[config.mk]
export PLATFORM = sky130hd
export DESIGN_NAME = ddr_rd_aligner
export DESIGN_NICKNAME = d
export VERILOG_FILES = /design/src/rtl/rla_pkg.sv /design/src/rtl/rla_issue.sv /design/src/rtl/rla_tag_pipe.sv /design/src/rtl/rla_assemble.sv /design/src/rtl/ddr_rd_aligner.sv
export SDC_FILE = /design/constraint.sdc
export NUM_CORES = 1
export LEC_CHECK = 0
export ABC_AREA = 0
export BUFFER_PORTS_ARGS = -buffer_cell sky130_fd_sc_hd__buf_4
export CAP_MARGIN = 20
export CORE_ASPECT_RATIO = 0.5
export CORE_UTILIZATION = 28
export CTS_CLUSTER_DIAMETER = 150
export DETAILED_ROUTE_END_ITERATION = 12
export GPL_ROUTABILITY_DRIVEN = 0
export SLEW_MARGIN = 0
export SYNTH_ARGS = -nofsm -noshare
export SYNTH_HDL_FRONTEND = slang
export SYNTH_HIERARCHICAL = 1
export SYNTH_SLANG_ARGS = --single-unit
[constraint.sdc]
create_clock -name clk -period 7.39 [get_ports clk]
set_input_delay 0.3695 -clock clk [delete_from_list [all_inputs] [get_ports clk]]
set_output_delay 0.3695 -clock clk [all_outputs]
set_load 0.1 [all_outputs]
[src/rtl/rla_pkg.sv]
package rla_pkg;

    localparam int BURST_BEATS = 4;
    localparam int BEATS_PER_CYCLE = 2;
    localparam int CYCLES_PER_BURST = BURST_BEATS / BEATS_PER_CYCLE;

    typedef enum logic [1:0] {
        PH_NONE   = 2'd0,
        PH_FIRST  = 2'd1,
        PH_SECOND = 2'd2,
        PH_BOTH   = 2'd3
    } phase_e;

    function automatic phase_e classify(input logic first_due, input logic second_due);
        phase_e ph;
        case ({second_due, first_due})
            2'b01:   ph = PH_FIRST;
            2'b10:   ph = PH_SECOND;
            2'b11:   ph = PH_BOTH;
            default: ph = PH_NONE;
        endcase
        return ph;
    endfunction

endpackage

[src/rtl/rla_issue.sv]
module rla_issue #(
    parameter int AW = 8
) (
    input  logic          clk,
    input  logic          rst,
    input  logic          req_valid,
    input  logic [AW-1:0] req_addr,
    output logic          req_ready,
    output logic          cmd,
    output logic [AW-1:0] cmd_addr
);
    logic accept;

    // a burst holds the return bus for two cycles, so the slot is blocked right after a command
    assign req_ready = !cmd;
    assign accept    = req_valid && req_ready;

    always_ff @(posedge clk) begin
        if (rst) begin
            cmd      <= 1'b0;
            cmd_addr <= '0;
        end else begin
            cmd <= accept;
            if (accept) begin
                cmd_addr <= req_addr;
            end
        end
    end
endmodule

[src/rtl/rla_tag_pipe.sv]
module rla_tag_pipe
    import rla_pkg::*;
#(
    parameter int AW  = 8,
    parameter int LAT = 2
) (
    input  logic          clk,
    input  logic          rst,
    input  logic          cmd,
    input  logic [AW-1:0] cmd_addr,
    output phase_e        phase,
    output logic [AW-1:0] tag_addr
);
    localparam int DEPTH = LAT + 1;

    logic [DEPTH-1:0] vld_q;
    logic [AW-1:0]    addr_q [DEPTH];

    // stage k holds the command issued k+1 cycles ago
    always_ff @(posedge clk) begin
        if (rst) begin
            vld_q <= '0;
            for (int k = 0; k < DEPTH; k++) begin
                addr_q[k] <= '0;
            end
        end else begin
            vld_q[0]  <= cmd;
            addr_q[0] <= cmd_addr;
            for (int k = 1; k < DEPTH; k++) begin
                vld_q[k]  <= vld_q[k-1];
                addr_q[k] <= addr_q[k-1];
            end
        end
    end

    assign phase    = classify(vld_q[LAT-1], vld_q[LAT]);
    assign tag_addr = addr_q[LAT];
endmodule

[src/rtl/rla_assemble.sv]
module rla_assemble
    import rla_pkg::*;
#(
    parameter int AW = 8,
    parameter int DW = 16
) (
    input  logic                       clk,
    input  logic                       rst,
    input  phase_e                     phase,
    input  logic [AW-1:0]              tag_addr,
    input  logic                       dvld,
    input  logic [DW-1:0]              q_rise,
    input  logic [DW-1:0]              q_fall,
    output logic                       rsp_valid,
    output logic [AW-1:0]              rsp_addr,
    output logic [BURST_BEATS*DW-1:0]  rsp_data,
    output logic                       rsp_err,
    output logic                       rsp_orphan
);
    logic [DW-1:0] head_rise;
    logic [DW-1:0] head_fall;
    logic          head_miss;
    logic [DW-1:0] word_q [BURST_BEATS];

    always_ff @(posedge clk) begin
        if (rst) begin
            head_rise  <= '0;
            head_fall  <= '0;
            head_miss  <= 1'b0;
            rsp_valid  <= 1'b0;
            rsp_addr   <= '0;
            rsp_err    <= 1'b0;
            rsp_orphan <= 1'b0;
            for (int b = 0; b < BURST_BEATS; b++) begin
                word_q[b] <= '0;
            end
        end else begin
            rsp_valid  <= 1'b0;
            rsp_orphan <= 1'b0;
            case (phase)
                PH_FIRST: begin
                    head_rise <= q_rise;
                    head_fall <= q_fall;
                    head_miss <= !dvld;
                end
                PH_SECOND: begin
                    word_q[0] <= head_rise;
                    word_q[1] <= head_fall;
                    word_q[2] <= q_rise;
                    word_q[3] <= q_fall;
                    rsp_valid <= 1'b1;
                    rsp_addr  <= tag_addr;
                    rsp_err   <= head_miss || !dvld;
                end
                PH_NONE: begin
                    rsp_orphan <= dvld;
                end
                default: begin
                    rsp_err <= 1'b1;
                end
            endcase
        end
    end

    for (genvar g = 0; g < BURST_BEATS; g++) begin : g_pack
        assign rsp_data[g*DW +: DW] = word_q[g];
    end
endmodule

[src/rtl/ddr_rd_aligner.sv]
module ddr_rd_aligner
    import rla_pkg::*;
#(
    parameter int AW  = 8,
    parameter int DW  = 16,
    parameter int LAT = 2
) (
    input  logic                      clk,
    input  logic                      rst,
    input  logic                      req_valid,
    input  logic [AW-1:0]             req_addr,
    output logic                      req_ready,
    output logic                      mem_rd_cmd,
    output logic [AW-1:0]             mem_rd_addr,
    input  logic                      mem_dvld,
    input  logic [DW-1:0]             mem_q_rise,
    input  logic [DW-1:0]             mem_q_fall,
    output logic                      rsp_valid,
    output logic [AW-1:0]             rsp_addr,
    output logic [BURST_BEATS*DW-1:0] rsp_data,
    output logic                      rsp_err,
    output logic                      rsp_orphan
);
    phase_e        phase;
    logic [AW-1:0] tag_addr;

    rla_issue #(.AW(AW)) u_issue (
        .clk       (clk),
        .rst       (rst),
        .req_valid (req_valid),
        .req_addr  (req_addr),
        .req_ready (req_ready),
        .cmd       (mem_rd_cmd),
        .cmd_addr  (mem_rd_addr)
    );

    rla_tag_pipe #(.AW(AW), .LAT(LAT)) u_tags (
        .clk      (clk),
        .rst      (rst),
        .cmd      (mem_rd_cmd),
        .cmd_addr (mem_rd_addr),
        .phase    (phase),
        .tag_addr (tag_addr)
    );

    rla_assemble #(.AW(AW), .DW(DW)) u_asm (
        .clk        (clk),
        .rst        (rst),
        .phase      (phase),
        .tag_addr   (tag_addr),
        .dvld       (mem_dvld),
        .q_rise     (mem_q_rise),
        .q_fall     (mem_q_fall),
        .rsp_valid  (rsp_valid),
        .rsp_addr   (rsp_addr),
        .rsp_data   (rsp_data),
        .rsp_err    (rsp_err),
        .rsp_orphan (rsp_orphan)
    );
endmodule

Word level (Yosys, flattened, before mapping)
Memory sizes are Yosys's and may differ from the RTL's. A register that Yosys moved wholly into a read port is not among the register bits.
Cells that the tools add are included.
{"block": "classes", "n_reduce_logical": 7, "mux": 15, "eq_ne": 5, "n_bitwise": 8}
{"op": "2-to-1 mux 16 bit", "count": 4}
{"op": "2-to-1 mux 8 bit", "count": 3}
{"op": "OR 1 bit", "count": 7}
{"op": "equality test 2 bit (second input constant)", "count": 3}
{"op": "2-to-1 mux 1 bit", "count": 6}
{"op": "one-hot mux 2 bit (3 select lines)", "count": 1}
{"op": "equality test 2 x 1 -> 1 bit (second input constant)", "count": 2}
{"op": "OR reduction 2 bit", "count": 2}
{"op": "logical NOT 1 bit", "count": 2}
{"op": "logical NOT 2 bit", "count": 1}
{"op": "one-hot mux 1 bit (2 select lines)", "count": 1}
{"op": "logical AND 1 bit", "count": 1}
{"op": "logical OR 1 bit", "count": 1}
{"op": "NOT 1 bit", "count": 1}
{"block": "word_totals", "memories": 2, "wordCells": 46, "ram_bits": 88, "ff_bits": 48, "inputBits": 44, "out_inout_bits": 85}
{"memory": "u_asm.word_q", "depth": 4, "width": 16, "rd": 4, "rd_ports_with_merged_regs": 0, "wr": 4, "line_no": "rla_assemble.sv:23", "text": "logic [DW-1:0] word_q [BURST_BEATS];"}
{"memory": "u_tags.addr_q", "depth": 3, "width": 8, "rd": 3, "rd_ports_with_merged_regs": 1, "wr": 3, "line_no": "rla_tag_pipe.sv:17", "text": "logic [AW-1:0] addr_q [DEPTH];"}

Longest topological paths before layout
{"block": "depth", "ltp_word": 7, "ltp_mapped": 6}

By module
Netlist, hierarchy kept.
{"module": "rla_assemble", "area_per_inst_um2": 4361.7, "n_inst": 1, "cells_each": 331}
{"module": "rla_tag_pipe", "area_per_inst_um2": 817.0, "n_inst": 1, "cells_each": 66}
{"module": "rla_issue", "area_per_inst_um2": 386.6, "n_inst": 1, "cells_each": 37}

Worst setup path after synthesis
No wires, ideal clock.
{"block": "synth_timing", "path_kind": "register -> register", "start": "register u_tags.vld_q[2]", "end": "memory u_asm.word_q[0][0], enable pin", "slack_ps": 4629, "stages_incl_launch_ff": 6, "n_path_buf": 3, "required_time_ps": 6964, "t_arrival_ps": 2335, "cell_sequence": "dfxtp_1 > clkbuf_1 > buf_4 > clkbuf_2 > nor2b_4 > or2_1"}
{"element": "from (decl)", "line_no": "rla_tag_pipe.sv:16", "text": "logic [DEPTH-1:0] vld_q;"}
{"element": "from (signal, indexed assignment)", "line_no": "rla_tag_pipe.sv:30", "text": "vld_q[k] <= vld_q[k-1];"}
{"element": "to (decl)", "line_no": "rla_assemble.sv:23"}

==> impl_metrics.ini <==
[finish]
nNetsFinal = 587
final_cell_count_no_fill = 822
multiInputGateArea_sq_um = 1780
layout_area_growth_over_synthesis_pct = 30.1
area.sequential_sq_um = 3520
fraction_of_final_layout_cells_with_drive_strength_greater_than_1 = 0.317
num-fill-cells = 1938
final_common_cell = sky130_fd_sc_hd__buf_4
antenna-diode-count = 0
most-common-layout-cells = sky130_fd_sc_hd__buf_4 (131), sky130_fd_sc_hd__dfxtp_1 (79), sky130_fd_sc_hd__and2_1 (64), sky130_fd_sc_hd__edfxtp_1 (64)

[sta]
finalSetupTns_ns = 0
worst_pin_slew_ns = 1.02
final-max-slew-violation-count = 0
setup_violations = 0
post-route-period-util = 0.300
max_clock_freq_ghz = 0.451
final_hold_viol_count = 0
setup_repair_after_global_routing_missed_its_margin = false
timing.clock.skew_ns = 0.0111
relSlewSlack = 0.320
min_period_ns = 2.22

[status]
run_status = completed

[pwr]
power_per_cell_area_nw_per_um2 = 272
total_leakage_power_nw = 2.78
netSwitchingFraction = 0.263
vdd_ir_drop_max_uv = 145
power.share.combinational = 0.116
clock_power_share = 0.444
seq_power_share = 0.440
power.net_switching_mw = 0.519
internal_power_mw = 1.45

[yosys]
synth_cell_type_count = 24
yosys_reg_bits = 144
postSynthAreaPerCell_sq_um = 12.8
post_synthesis_net_count = 478
synth.yosys.warnings = 6
synth_seq_area_share = 0.633
synthCells = 434
mappedNetlistArea_sq_um = 5570

[clock_network]
cts_tree = done
numClockSinks = 144
postCtsResizedCells = 0
clk_pin_slew_worst_paths_ns = 0.06
max_root_sink_buffers = 2
worst_skew_pair.late_latency_ns = 0.41
numCtsBuffers = 17
cts_htree_levels = 4
postCtsSetupBuffers = 0
clockRootBuffer = sky130_fd_sc_hd__clkbuf_16
holdBufCountCts = 0

[detailed_routing]
wire_per_inst_microns = 13.4
drtPass1Iterations = 4
route.vias.total = 3378
highest-signal-layer = met4
ant_nets = 0
viasPerCell = 4.11
wire_length_reported_by_the_detailed_router_microns = 11000
detailroute.wirelength.met2_microns = 5620
met3WireLength_microns = 289
detail_route.drc_violations = 0
met1Wirelength_microns = 5010
drt_iter0_drc = 235

[floorplanning]
top_level_ports = 129
rows = 36
floorplan.die.height_microns = 102
core_area_sq_um = 19500
start_util = 0.286
fp.dieArea_sq_um = 20500
die_x_microns = 201

[critical_path]
cp-start-kind = flip-flop
cp.arrival_ns = 2.24
timing.critical_path.required_ns = 7.41
critical_path_peak_fanout = 64
setup.reg_to_reg.worst_slack_ns = 5.17
setup.worst_path.class = reg2reg
critical_path_endpoint_category = flip-flop

[hold_path]
timing.hold.worst.class = in2reg

[grt]
grt_antenna_before_repair = 0
grt_pass1_vias = 3356
grtUsageTotal = 0.108
grt_max_degree = 131
global_route_wire_length_before_repair_microns = 17400
grt.overflow.total = 0

[placement]
place.detailed.instances = 790
io_buffers = 128
dpl.hpwl_microns = 6830

[flow_run]
number_of_max_cap_violations = 0
final cells by class:
| cell class | instances | area share |
|---|---|---|
| clock buffer | 19 | 0.0598 |
| clock inverter | 13 | 0.0244 |
| inverter | 1 | 0.000519 |
| multi-input combinational | 248 | 0.246 |
| sequential | 144 | 0.487 |
| tap | 266 | 0.0460 |
| timing repair buffer | 131 | 0.136 |
Yosys cell counts:
library cell	number	area, sq um
sky130_fd_sc_hd__mux2_2	1	11.3
sky130_fd_sc_hd__edfxtp_1	64	1920
sky130_fd_sc_hd__inv_1	1	3.75
sky130_fd_sc_hd__dfxtp_1	80	1600
sky130_fd_sc_hd__o21ai_1	15	75.1
sky130_fd_sc_hd__nand4bb_1	48	541
sky130_fd_sc_hd__nor3_1	1	5.00
sky130_fd_sc_hd__and2_1	64	400
sky130_fd_sc_hd__nor4b_1	1	8.76
sky130_fd_sc_hd__nor2_1	2	7.51
sky130_fd_sc_hd__nor3b_2	1	12.5
sky130_fd_sc_hd__or2_1	1	6.26
sky130_fd_sc_hd__clkbuf_1	16	60.1
sky130_fd_sc_hd__clkbuf_2	5	25.0
sky130_fd_sc_hd__nor2b_1	21	131
sky130_fd_sc_hd__nand2b_1	48	300
sky130_fd_sc_hd__buf_2	2	10.0
sky130_fd_sc_hd__and2b_4	2	20.0
sky130_fd_sc_hd__and2b_2	8	70.1
sky130_fd_sc_hd__nor4bb_1	1	10.0
sky130_fd_sc_hd__buf_6	8	90.1
sky130_fd_sc_hd__buf_4	10	75.1
sky130_fd_sc_hd__o21ai_0	33	165
sky130_fd_sc_hd__nor2b_4	1	13.8
final timing paths:
path	from	cells after the start	to
min reg2reg	u_tags/addr_q[0][3]	1	u_tags/addr_q[0][11]
max	u_tags/vld_q[2]	4	u_asm/word_q[0][10]
max reg2reg	u_tags/vld_q[2]	4	u_asm/word_q[0][10]
min	req_addr[5]	3	u_issue/cmd_addr[5]
per-stage QoR:
step,power (mW),util,instance area [sq um],setup slack [ns],hold WS [ns]
global placement,1.11,0.341,6630,4.96,0.427
detailed placement,1.12,0.341,6630,4.89,0.424
CTS,2.00,0.372,7240,5.16,0.214
global route,2.04,0.372,7240,4.98,0.227
floorplan,1.05,-,5570,4.63,0.414
finish,1.97,0.372,7240,5.17,0.232
metal layers:
layer / track usage / vias up
li1: - / 1717
met3: 0.0270 / 8
met5: 0 / -
met4: 0.0350 / 0
met2: 0.191 / 50
met1: 0.131 / 1603
power by group through the flow:
stage / clock network [mW] / registers [mW] / logic (mW)
after floorplan: 0 / 1.01 / 0.0409
after global placement: 0 / 0.885 / 0.229
after detailed placement: 0 / 0.885 / 0.230
after CTS: 0.897 / 0.868 / 0.230
after global routing: 0.930 / 0.870 / 0.236
final: 0.874 / 0.867 / 0.228
sequential cells by signal, indices dropped and copies added, names as in the netlist:
name	flops
u_asm/head_rise	16
u_asm/head_fall	16
u_asm/rsp_err	1
u_issue/cmd	1
u_asm/head_miss	1
u_issue/cmd_addr	8
u_tags/addr_q	24
u_asm/rsp_orphan	1
u_tags/vld_q	3
u_asm/word_q	64
u_asm/rsp_valid	1
u_asm/rsp_addr	8
worst max-delay path, stage by stage, from the launching register on:
cell                      delay, ns
sky130_fd_sc_hd__dfxtp_1       0.30
sky130_fd_sc_hd__buf_4         0.36
sky130_fd_sc_hd__nor2b_4       0.31
sky130_fd_sc_hd__or2_2         0.14
sky130_fd_sc_hd__buf_4         0.61
cells by family (layout without fill, tap and decap cells):
| group | after synthesis | in the layout | synth area share |
|---|---|---|---|
| AO/OA/AOI/OAI | 48 | 48 | 0.0432 |
| AND/OR/NAND/NOR | 199 | 199 | 0.274 |
| flip-flops | 144 | 144 | 0.633 |
| multiplexers | 1 | 1 | 0.00202 |
| buffers and inverters | 42 | 164 | 0.0474 |
(Power assumes the default switching activity.)
